[config.mk]
export PLATFORM = sky130hd
export DESIGN_NAME = mdio_master
export DESIGN_NICKNAME = d
export VERILOG_FILES = /design/src/rtl/mdio_pkg.sv /design/src/rtl/mdio_clkdiv.sv /design/src/rtl/mdio_frame.sv /design/src/rtl/mdio_ctrl.sv /design/src/rtl/mdio_master.sv
export SDC_FILE = /design/constraint.sdc
export NUM_CORES = 1
export LEC_CHECK = 0
export BUFFER_PORTS_ARGS = -buffer_cell sky130_fd_sc_hd__buf_2
export CAP_MARGIN = 15
export CORE_ASPECT_RATIO = 2
export CORE_MARGIN = 3
export CORE_UTILIZATION = 40
export CTS_CLUSTER_DIAMETER = 150
export DETAILED_ROUTE_END_ITERATION = 10
export GPL_ROUTABILITY_DRIVEN = 0
export HOLD_SLACK_MARGIN = 0.08
export SYNTH_ARGS = -nofsm -noshare
export SYNTH_HDL_FRONTEND = slang
export SYNTH_SLANG_ARGS = --single-unit
[constraint.sdc]
create_clock -name clk -period 6.35 [get_ports clk]
set_clock_uncertainty 0.15 [all_clocks]
set_input_delay 0.635 -clock clk [delete_from_list [all_inputs] [get_ports clk]]
set_output_delay 0.635 -clock clk [all_outputs]
set_load 0.05 [all_outputs]
[src/rtl/mdio_pkg.sv]
package mdio_pkg;

  typedef enum logic [1:0] {
    ST_IDLE,
    ST_XFER,
    ST_SCAN,
    ST_DONE
  } mgmt_state_e;

  localparam logic [1:0] SOF_CODE = 2'b01;
  localparam logic [1:0] OP_RD    = 2'b10;
  localparam logic [1:0] OP_WR    = 2'b01;
  localparam logic [1:0] TA_WR    = 2'b10;
  localparam logic       IDLE_BIT = 1'b1;

endpackage

[src/rtl/mdio_clkdiv.sv]
module mdio_clkdiv #(
  parameter int HALF_DIV = 4
) (
  input  logic clk,
  input  logic rst_n,
  input  logic run,
  output logic half_tick
);

  localparam int CW = (HALF_DIV > 1) ? $clog2(HALF_DIV) : 1;

  logic [CW-1:0] cnt_q, cnt_d;

  always_comb begin
    half_tick = run && (cnt_q == CW'(HALF_DIV - 1));
    if (!run || half_tick) cnt_d = '0;
    else                   cnt_d = cnt_q + 1'b1;
  end

  always_ff @(posedge clk or negedge rst_n) begin
    if (!rst_n) cnt_q <= '0;
    else        cnt_q <= cnt_d;
  end

endmodule

[src/rtl/mdio_frame.sv]
module mdio_frame
  import mdio_pkg::*;
#(
  parameter int PRE_LEN  = 32,
  parameter int AW       = 5,
  parameter int DW       = 16,
  parameter int HALF_DIV = 4
) (
  input  logic          clk,
  input  logic          rst_n,
  input  logic          go,
  input  logic          wr,
  input  logic [AW-1:0] phy,
  input  logic [AW-1:0] regad,
  input  logic [DW-1:0] wdata,
  input  logic          mdio_i,
  output logic          mdc,
  output logic          mdio_o,
  output logic          mdio_oe,
  output logic          fin,
  output logic [DW-1:0] rdata,
  output logic          ack_bad
);

  localparam int HDR_W   = 4 + 2 * AW;
  localparam int HDR_END = PRE_LEN + HDR_W;
  localparam int RD_LEN  = HDR_END + DW + 2;
  localparam int WR_LEN  = HDR_END + DW + 3;
  localparam int CNT_W   = $clog2(WR_LEN);
  localparam int TOP     = WR_LEN - 1;

  logic             active_q, active_d;
  logic             phase_q, phase_d;
  logic             wr_q, wr_d;
  logic [CNT_W-1:0] cnt_q, cnt_d;
  logic [TOP:0]     out_q, out_d, oe_q, oe_d;
  logic [DW:0]      in_q, in_d;
  logic [TOP:0]     ld_out, ld_oe;
  logic [HDR_W-1:0] hdr;
  logic             tick, at_last;

  mdio_clkdiv #(.HALF_DIV(HALF_DIV)) u_div (
    .clk       (clk),
    .rst_n     (rst_n),
    .run       (active_q),
    .half_tick (tick)
  );

  always_comb begin
    hdr    = {SOF_CODE, (wr ? OP_WR : OP_RD), phy, regad};
    ld_out = wr ? {{PRE_LEN{1'b1}}, hdr, TA_WR, wdata, IDLE_BIT}
                : {{PRE_LEN{1'b1}}, hdr, {(DW+1){1'b0}}, IDLE_BIT, 1'b0};
    ld_oe  = wr ? {WR_LEN{1'b1}}
                : {{HDR_END{1'b1}}, {(DW+1){1'b0}}, 2'b10};
    at_last = (cnt_q == (wr_q ? CNT_W'(WR_LEN - 1) : CNT_W'(RD_LEN - 1)));
  end

  always_comb begin
    active_d = active_q;
    phase_d  = phase_q;
    wr_d     = wr_q;
    cnt_d    = cnt_q;
    out_d    = out_q;
    oe_d     = oe_q;
    in_d     = in_q;
    fin      = 1'b0;
    if (go && !active_q) begin
      active_d = 1'b1;
      phase_d  = 1'b0;
      wr_d     = wr;
      cnt_d    = '0;
      out_d    = ld_out;
      oe_d     = ld_oe;
    end else if (active_q && tick) begin
      if (!phase_q) begin
        phase_d = 1'b1;
      end else begin
        phase_d = 1'b0;
        if (!oe_q[TOP]) in_d = {in_q[DW-1:0], mdio_i};
        out_d = out_q << 1;
        oe_d  = oe_q << 1;
        cnt_d = cnt_q + 1'b1;
        if (at_last) begin
          active_d = 1'b0;
          fin      = 1'b1;
        end
      end
    end
  end

  always_ff @(posedge clk or negedge rst_n) begin
    if (!rst_n) begin
      active_q <= 1'b0;
      phase_q  <= 1'b0;
      wr_q     <= 1'b0;
      cnt_q    <= '0;
      out_q    <= '0;
      oe_q     <= '0;
      in_q     <= '0;
    end else begin
      active_q <= active_d;
      phase_q  <= phase_d;
      wr_q     <= wr_d;
      cnt_q    <= cnt_d;
      out_q    <= out_d;
      oe_q     <= oe_d;
      in_q     <= in_d;
    end
  end

  assign mdc     = active_q & phase_q;
  assign mdio_o  = active_q & out_q[TOP];
  assign mdio_oe = active_q & oe_q[TOP];
  assign rdata   = in_q[DW-1:0];
  assign ack_bad = in_q[DW];

  // data line frozen while the management clock is high
  a_r3_hold_while_high: assert property (@(posedge clk) disable iff (!rst_n)
    (mdc && $past(mdc)) |-> ($stable(mdio_o) && $stable(mdio_oe)));

  // after the last bit the clock is low and the line released
  a_r6_release_after_end: assert property (@(posedge clk) disable iff (!rst_n)
    fin |=> (!mdio_oe && !mdc));

endmodule

[src/rtl/mdio_ctrl.sv]
module mdio_ctrl
  import mdio_pkg::*;
#(
  parameter int AW         = 5,
  parameter int DW         = 16,
  parameter int ADDR_LIMIT = 17,
  parameter int ID_REG     = 2,
  parameter int SCAN_LAST  = 16
) (
  input  logic          clk,
  input  logic          rst_n,
  input  logic          start,
  input  logic          wr,
  input  logic          scan,
  input  logic [AW-1:0] phy,
  input  logic [AW-1:0] regad,
  input  logic [DW-1:0] wdata,
  input  logic          fr_fin,
  input  logic [DW-1:0] fr_rdata,
  input  logic          fr_ackbad,
  output logic          go,
  output logic          cmd_wr,
  output logic [AW-1:0] cmd_phy,
  output logic [AW-1:0] cmd_reg,
  output logic [DW-1:0] cmd_wdata,
  output logic          busy,
  output logic          done,
  output logic [DW-1:0] rdata,
  output logic          err,
  output logic [AW-1:0] found
);

  mgmt_state_e   state_q, state_d;
  logic          go_q, go_d;
  logic          wr_q, wr_d;
  logic [AW-1:0] phy_q, phy_d, reg_q, reg_d, found_q, found_d;
  logic [DW-1:0] wdata_q, wdata_d, rdata_q, rdata_d;
  logic          err_q, err_d;
  logic [DW-1:0] read_ok;

  always_comb begin
    state_d = state_q;
    go_d    = 1'b0;
    wr_d    = wr_q;
    phy_d   = phy_q;
    reg_d   = reg_q;
    wdata_d = wdata_q;
    rdata_d = rdata_q;
    err_d   = err_q;
    found_d = found_q;
    read_ok = fr_ackbad ? '0 : fr_rdata;
    case (state_q)
      ST_IDLE: if (start) begin
        wdata_d = wdata;
        if (scan) begin
          wr_d    = 1'b0;
          phy_d   = '0;
          reg_d   = AW'(ID_REG);
          go_d    = 1'b1;
          state_d = ST_SCAN;
        end else begin
          wr_d  = wr;
          phy_d = phy;
          reg_d = regad;
          if (int'(phy) >= ADDR_LIMIT) begin
            rdata_d = '0;
            err_d   = 1'b1;
            state_d = ST_DONE;
          end else begin
            go_d    = 1'b1;
            state_d = ST_XFER;
          end
        end
      end
      ST_XFER: if (fr_fin) begin
        state_d = ST_DONE;
        rdata_d = wr_q ? '0 : read_ok;
        err_d   = wr_q ? 1'b0 : fr_ackbad;
      end
      ST_SCAN: if (fr_fin) begin
        if (read_ok != '0 && read_ok != '1) begin
          rdata_d = read_ok;
          err_d   = 1'b0;
          found_d = phy_q;
          state_d = ST_DONE;
        end else if (phy_q == AW'(SCAN_LAST)) begin
          rdata_d = '0;
          err_d   = 1'b1;
          found_d = phy_q;
          state_d = ST_DONE;
        end else begin
          phy_d = phy_q + 1'b1;
          go_d  = 1'b1;
        end
      end
      default: state_d = ST_IDLE;
    endcase
  end

  always_ff @(posedge clk or negedge rst_n) begin
    if (!rst_n) begin
      state_q <= ST_IDLE;
      go_q    <= 1'b0;
      wr_q    <= 1'b0;
      phy_q   <= '0;
      reg_q   <= '0;
      wdata_q <= '0;
      rdata_q <= '0;
      err_q   <= 1'b0;
      found_q <= '0;
    end else begin
      state_q <= state_d;
      go_q    <= go_d;
      wr_q    <= wr_d;
      phy_q   <= phy_d;
      reg_q   <= reg_d;
      wdata_q <= wdata_d;
      rdata_q <= rdata_d;
      err_q   <= err_d;
      found_q <= found_d;
    end
  end

  assign go        = go_q;
  assign cmd_wr    = wr_q;
  assign cmd_phy   = phy_q;
  assign cmd_reg   = reg_q;
  assign cmd_wdata = wdata_q;
  assign busy      = (state_q != ST_IDLE);
  assign done      = (state_q == ST_DONE);
  assign rdata     = rdata_q;
  assign err       = err_q;
  assign found     = found_q;

  // a start pulse during a request leaves the command untouched
  a_r8_ignore_when_busy: assert property (@(posedge clk) disable iff (!rst_n)
    (busy && start && state_q != ST_SCAN) |=> ($stable(phy_q) && $stable(reg_q) && $stable(wr_q)));

  // filtered address completes next cycle without a frame
  a_r7_filtered: assert property (@(posedge clk) disable iff (!rst_n)
    (state_q == ST_IDLE && start && !scan && int'(phy) >= ADDR_LIMIT) |=> (done && err && !go_q));

  // a missing acknowledge forces zero data and the error flag
  a_r5_nack_zero: assert property (@(posedge clk) disable iff (!rst_n)
    (state_q == ST_XFER && fr_fin && !wr_q && fr_ackbad) |=> (rdata == '0 && err));

  // the scan visits addresses in ascending order
  a_r9_scan_step: assert property (@(posedge clk) disable iff (!rst_n)
    (go_q && state_q == ST_SCAN && $past(state_q) == ST_SCAN) |-> (phy_q == $past(phy_q) + 1'b1));

  // the scan never passes its last address
  a_r10_scan_bound: assert property (@(posedge clk) disable iff (!rst_n)
    (state_q == ST_SCAN) |-> (int'(phy_q) <= SCAN_LAST));

endmodule

[src/rtl/mdio_master.sv]
module mdio_master #(
  parameter int HALF_DIV   = 4,
  parameter int PRE_LEN    = 32,
  parameter int AW         = 5,
  parameter int DW         = 16,
  parameter int ADDR_LIMIT = 17,
  parameter int ID_REG     = 2,
  parameter int SCAN_LAST  = 16
) (
  input  logic          clk,
  input  logic          rst_n,
  input  logic          req_start,
  input  logic          req_write,
  input  logic          req_scan,
  input  logic [AW-1:0] req_phy,
  input  logic [AW-1:0] req_reg,
  input  logic [DW-1:0] req_wdata,
  output logic [DW-1:0] rsp_rdata,
  output logic          rsp_done,
  output logic          rsp_err,
  output logic [AW-1:0] rsp_phy,
  output logic          busy,
  output logic          mdc,
  output logic          mdio_o,
  output logic          mdio_oe,
  input  logic          mdio_i
);

  logic [1:0]    rst_sync_q;
  logic          rst_int_n;
  logic          go, cmd_wr, fr_fin, fr_ackbad;
  logic [AW-1:0] cmd_phy, cmd_reg;
  logic [DW-1:0] cmd_wdata, fr_rdata;

  always_ff @(posedge clk or negedge rst_n) begin
    if (!rst_n) rst_sync_q <= 2'b00;
    else        rst_sync_q <= {rst_sync_q[0], 1'b1};
  end
  assign rst_int_n = rst_sync_q[1];

  mdio_ctrl #(
    .AW(AW), .DW(DW), .ADDR_LIMIT(ADDR_LIMIT), .ID_REG(ID_REG), .SCAN_LAST(SCAN_LAST)
  ) u_ctrl (
    .clk       (clk),
    .rst_n     (rst_int_n),
    .start     (req_start),
    .wr        (req_write),
    .scan      (req_scan),
    .phy       (req_phy),
    .regad     (req_reg),
    .wdata     (req_wdata),
    .fr_fin    (fr_fin),
    .fr_rdata  (fr_rdata),
    .fr_ackbad (fr_ackbad),
    .go        (go),
    .cmd_wr    (cmd_wr),
    .cmd_phy   (cmd_phy),
    .cmd_reg   (cmd_reg),
    .cmd_wdata (cmd_wdata),
    .busy      (busy),
    .done      (rsp_done),
    .rdata     (rsp_rdata),
    .err       (rsp_err),
    .found     (rsp_phy)
  );

  mdio_frame #(
    .PRE_LEN(PRE_LEN), .AW(AW), .DW(DW), .HALF_DIV(HALF_DIV)
  ) u_frame (
    .clk     (clk),
    .rst_n   (rst_int_n),
    .go      (go),
    .wr      (cmd_wr),
    .phy     (cmd_phy),
    .regad   (cmd_reg),
    .wdata   (cmd_wdata),
    .mdio_i  (mdio_i),
    .mdc     (mdc),
    .mdio_o  (mdio_o),
    .mdio_oe (mdio_oe),
    .fin     (fr_fin),
    .rdata   (fr_rdata),
    .ack_bad (fr_ackbad)
  );

endmodule

==> key figures <==
Setup path
  • Crit. End Element: flop
  • Reg2reg path depth: 6
  • Most used cell, CP: inv_1
  • R2R Path Start: u_ctrl.state_q[0]
  • CP Launch Type: flop
  • Critical Path, Cell by Cell: inv_1 -> ha_1 -> inv_1 -> a211oi_1 -> a211o_1 -> mux2_2
  • Slowest cell delay on critical path: 0.71 ns
  • Critical path class: reg -> reg
  • Worst-path fanout max: 17
  • CP arrival: between 3 and 4 ns
  • Reg2reg end: u_ctrl.rdata[3]
  • WP data required: ~6.6 ns
  • CP max-delay cell: a211o_1
  • Reg-to-reg setup timing slack: 3.45 ns

Finish
  • NumNets Final: 958
  • Largest register FFs: between 60 and 70
  • Final-layout fill cell count: 2104
  • Antenna cells: 0
  • Regs by FF count: u_frame.oe_q: 65 flops, u_frame.out_q: 64 flops, u_frame.in_q: 17 flops
  • Share of layout cells above drive strength 1: between 15 and 20%
  • Area delta synth->final: 12.3%
  • Fin area: 0.0102 mm²
  • Reg with most FFs: u_frame.oe_q

Synth
  • Async SR Flop Fraction: 100%
  • Area contributors post-synth: dfrtp_1, nand2_1, mux2_2
  • Synth Net Count: 932
  • Post-Synthesis Cell Area: approximately 0.009 mm²
  • Synth top cells by count: nand2_1, dfrtp_1, o21ai_0
  • Most common cell in the netlist: nand2_1
  • Ys Warns: 0
  • Distinct cell type count after synthesis: 52
  • Seq/Total Area, Yosys: roughly three fifths
  • Share of the synthesized area in the top cell type: 58.3%
  • Avg Cell Area, Syn: ~10 µm²
  • Mapped Cells: 892
  • #FFs+latches synth: 212
  • Top_reg_cell synth: dfrtp_1
  • Number of synthesized flops with an enable pin: 0
  • Yosys top cell by area: dfrtp_1

Clocking
  • Clock sink count: 212
  • Clock root buffer: clkbuf_16
  • TritonCTS Buffers: 20
  • Hold-fix buffers at CTS: 1
  • Setup Buffers After CTS: 0
  • Clk slew on worst S/H paths: 0.07 ns
  • Htree depth: 1
  • Post-CTS Resized: 0
  • Clk Latency, worst-skew pair: 0.51 ns
  • CTS tree: built
  • Clock buffer depth: 3

GRT
  • Largest net degree at the start of global routing: approximately 150
  • Overflow after GRT: 0
  • Initial antenna violation count: 0
  • Vias in the first global route: 6479
  • Total GRT Usage: roughly 15%
  • Global-route wire length before repair: 31700 µm

Timing
  • Min Clock Period, post-route: 2.90 ns
  • Final worst-path cycle share: a little under half
  • Setup Viol. Count Final: 0
  • Pins Over Slew Limit: 0
  • FMAX: 345 MHz
  • Worst slew margin: around 31%
  • Setup TNS: 0 ns
  • Min Hold Slack: 0.200 ns
  • Tightest Pin Transition: roughly 1 ns
  • RSZ-0062 raised after global routing: no
  • Final hold vios: 0

Hold path
  • Hold path startpoint: req_wdata[3]
  • Worst Hold Depth: 2
  • Min-Delay Path Class: in -> reg
  • Worst hold path endpoint: u_ctrl.cmd_wdata[3]

Routing
  • Aggregate routed wire length: 18900 µm
  • 1st-iter DRT viols: 334
  • Number of remaining DRC errors: 0
  • DRT antenna net count: 0
  • DR pass1 iterations: 4
  • Via-to-Cell Ratio: 5.29
  • Via Count: ~6400
  • WL per Instance: 15.7 µm

Pwr
  • Maximum vdd drop: 266 µV
  • LEAKAGE: 4.54 nW
  • PwrDens: 326 mW/mm²
  • Total power: 0.00333 W

Floorplanning
  • Die height: approximately 220 µm
  • DIE WIDTH: 113 µm
  • Initial core utilization: 40.9%
  • Die ar.: ~0.025 mm²
  • # rows: 77
  • CORE AREA: between 0.02 and 0.025 mm²
  • I/O Pins: 59

Flow run
  • Max-cap viol count: 0

Placed design
  • DP Wirelength: between 10000 and 15000 µm
  • Dpl cell area: about 0.0096 mm²
  • Port bufs: 58

Run status
  • Status: complete, no violations
[worst max-delay path by stage]
stage / end / start / slack (ns) / cells after the start
final: u_ctrl.rdata[3] / u_ctrl.state_q[0] / 3.45 / 6
after global routing: u_ctrl.rdata[3] / u_ctrl.state_q[0] / 3.18 / 6
after CTS: u_ctrl.rdata[3] / u_ctrl.state_q[0] / 3.42 / 6
after detailed placement: u_ctrl.rdata[2] / req_phy[1] / 3.38 / 6
after global placement: u_ctrl.rdata[0] / req_phy[1] / 3.40 / 6
after floorplan: u_ctrl.cmd_phy[0] / rst_sync_q[1] / 2.71 / 0
[through the flow]
stage	setup WS, ns	cells	util, %
after global placement	3.40	1171	42.9
after global routing	3.18	1202	45.9
after floorplan	2.71	892	-
after detailed placement	3.38	1171	42.9
final	3.45	1202	45.9
after CTS	3.42	1202	45.9
[metal layers]
metal	global-route usage (%)	wire, µm
met1	18.6	7870
met2	27.4	9910
met3	1.71	515
met4	6.34	586
met5	0	0
[power by group]
part | leakage, nW | total, W | internal, W | switching (W)
clock network | 0.317 | 0.00120 | 0.000703 | 0.000501
logic | 1.72 | 0.000559 | 0.000235 | 0.000325
registers | 2.50 | 0.00157 | 0.00145 | 0.000115
total | 4.54 | 0.00333 | 0.00239 | 0.000941
[worst max-delay path, delay by kind of cell (launching register included)]
kind / cells / cell delay (ns)
AO/OA/AOI/OAI: 2 / 1.04
adder cells (fa/ha/maj): 1 / 0.45
flip-flops: 1 / 0.42
multiplexers: 1 / 0.41
buffers and inverters: 2 / 0.32
[layout make-up]
class / count / area (µm²) / area share [%]
Clock buffer: 26 / 563 / 5.51
Sequential cell: 212 / 5310 / 52.0
Tap cell: 276 / 345 / 3.38
Multi-Input combinational cell: 611 / 3530 / 34.5
Timing Repair Buffer: 64 / 350 / 3.43
Inverter: 9 / 33.8 / 0.331
Clock inverter: 4 / 85.1 / 0.833
[cell families after synthesis]
| logic type | after synthesis | synth area share [%] |
|---|---|---|
| AOI/OAI and AO/OA | 186 | 12.2 |
| DFF | 212 | 58.3 |
| adders and majority gates | 8 | 1.10 |
| xor gates and xnor gates | 5 | 0.481 |
| and+or+nand+nor | 354 | 17.2 |
| other | 1 | 0.0412 |
| muxes | 57 | 7.47 |
| buffers and inverters | 69 | 3.16 |
[layout by cell type (no fill, tap or decap), types with 4 or more instances in the layout]
cell | synthesis | layout
or3_1 | 4 | 4
and2_1 | 4 | 4
and3_1 | 19 | 18
buf_4 | 0 | 4
ha_1 | 8 | 8
dfrtp_1 | 212 | 211
a22oi_1 | 10 | 10
nand3_1 | 12 | 12
clkbuf_8 | 0 | 4
a21oi_1 | 21 | 21
a31oi_1 | 29 | 29
xor2_1 | 4 | 4
nand2_1 | 259 | 259
a221o_1 | 10 | 10
inv_1 | 9 | 9
o21ai_0 | 94 | 94
nor4_1 | 6 | 6
mux2_2 | 47 | 47
clkbuf_16 | 0 | 20
mux2_4 | 10 | 10
nor2_1 | 19 | 18
buf_2 | 4 | 58
nor2b_1 | 5 | 4
a21o_1 | 5 | 5
nand4_1 | 7 | 7
Power figures use the tool's default switching activity.
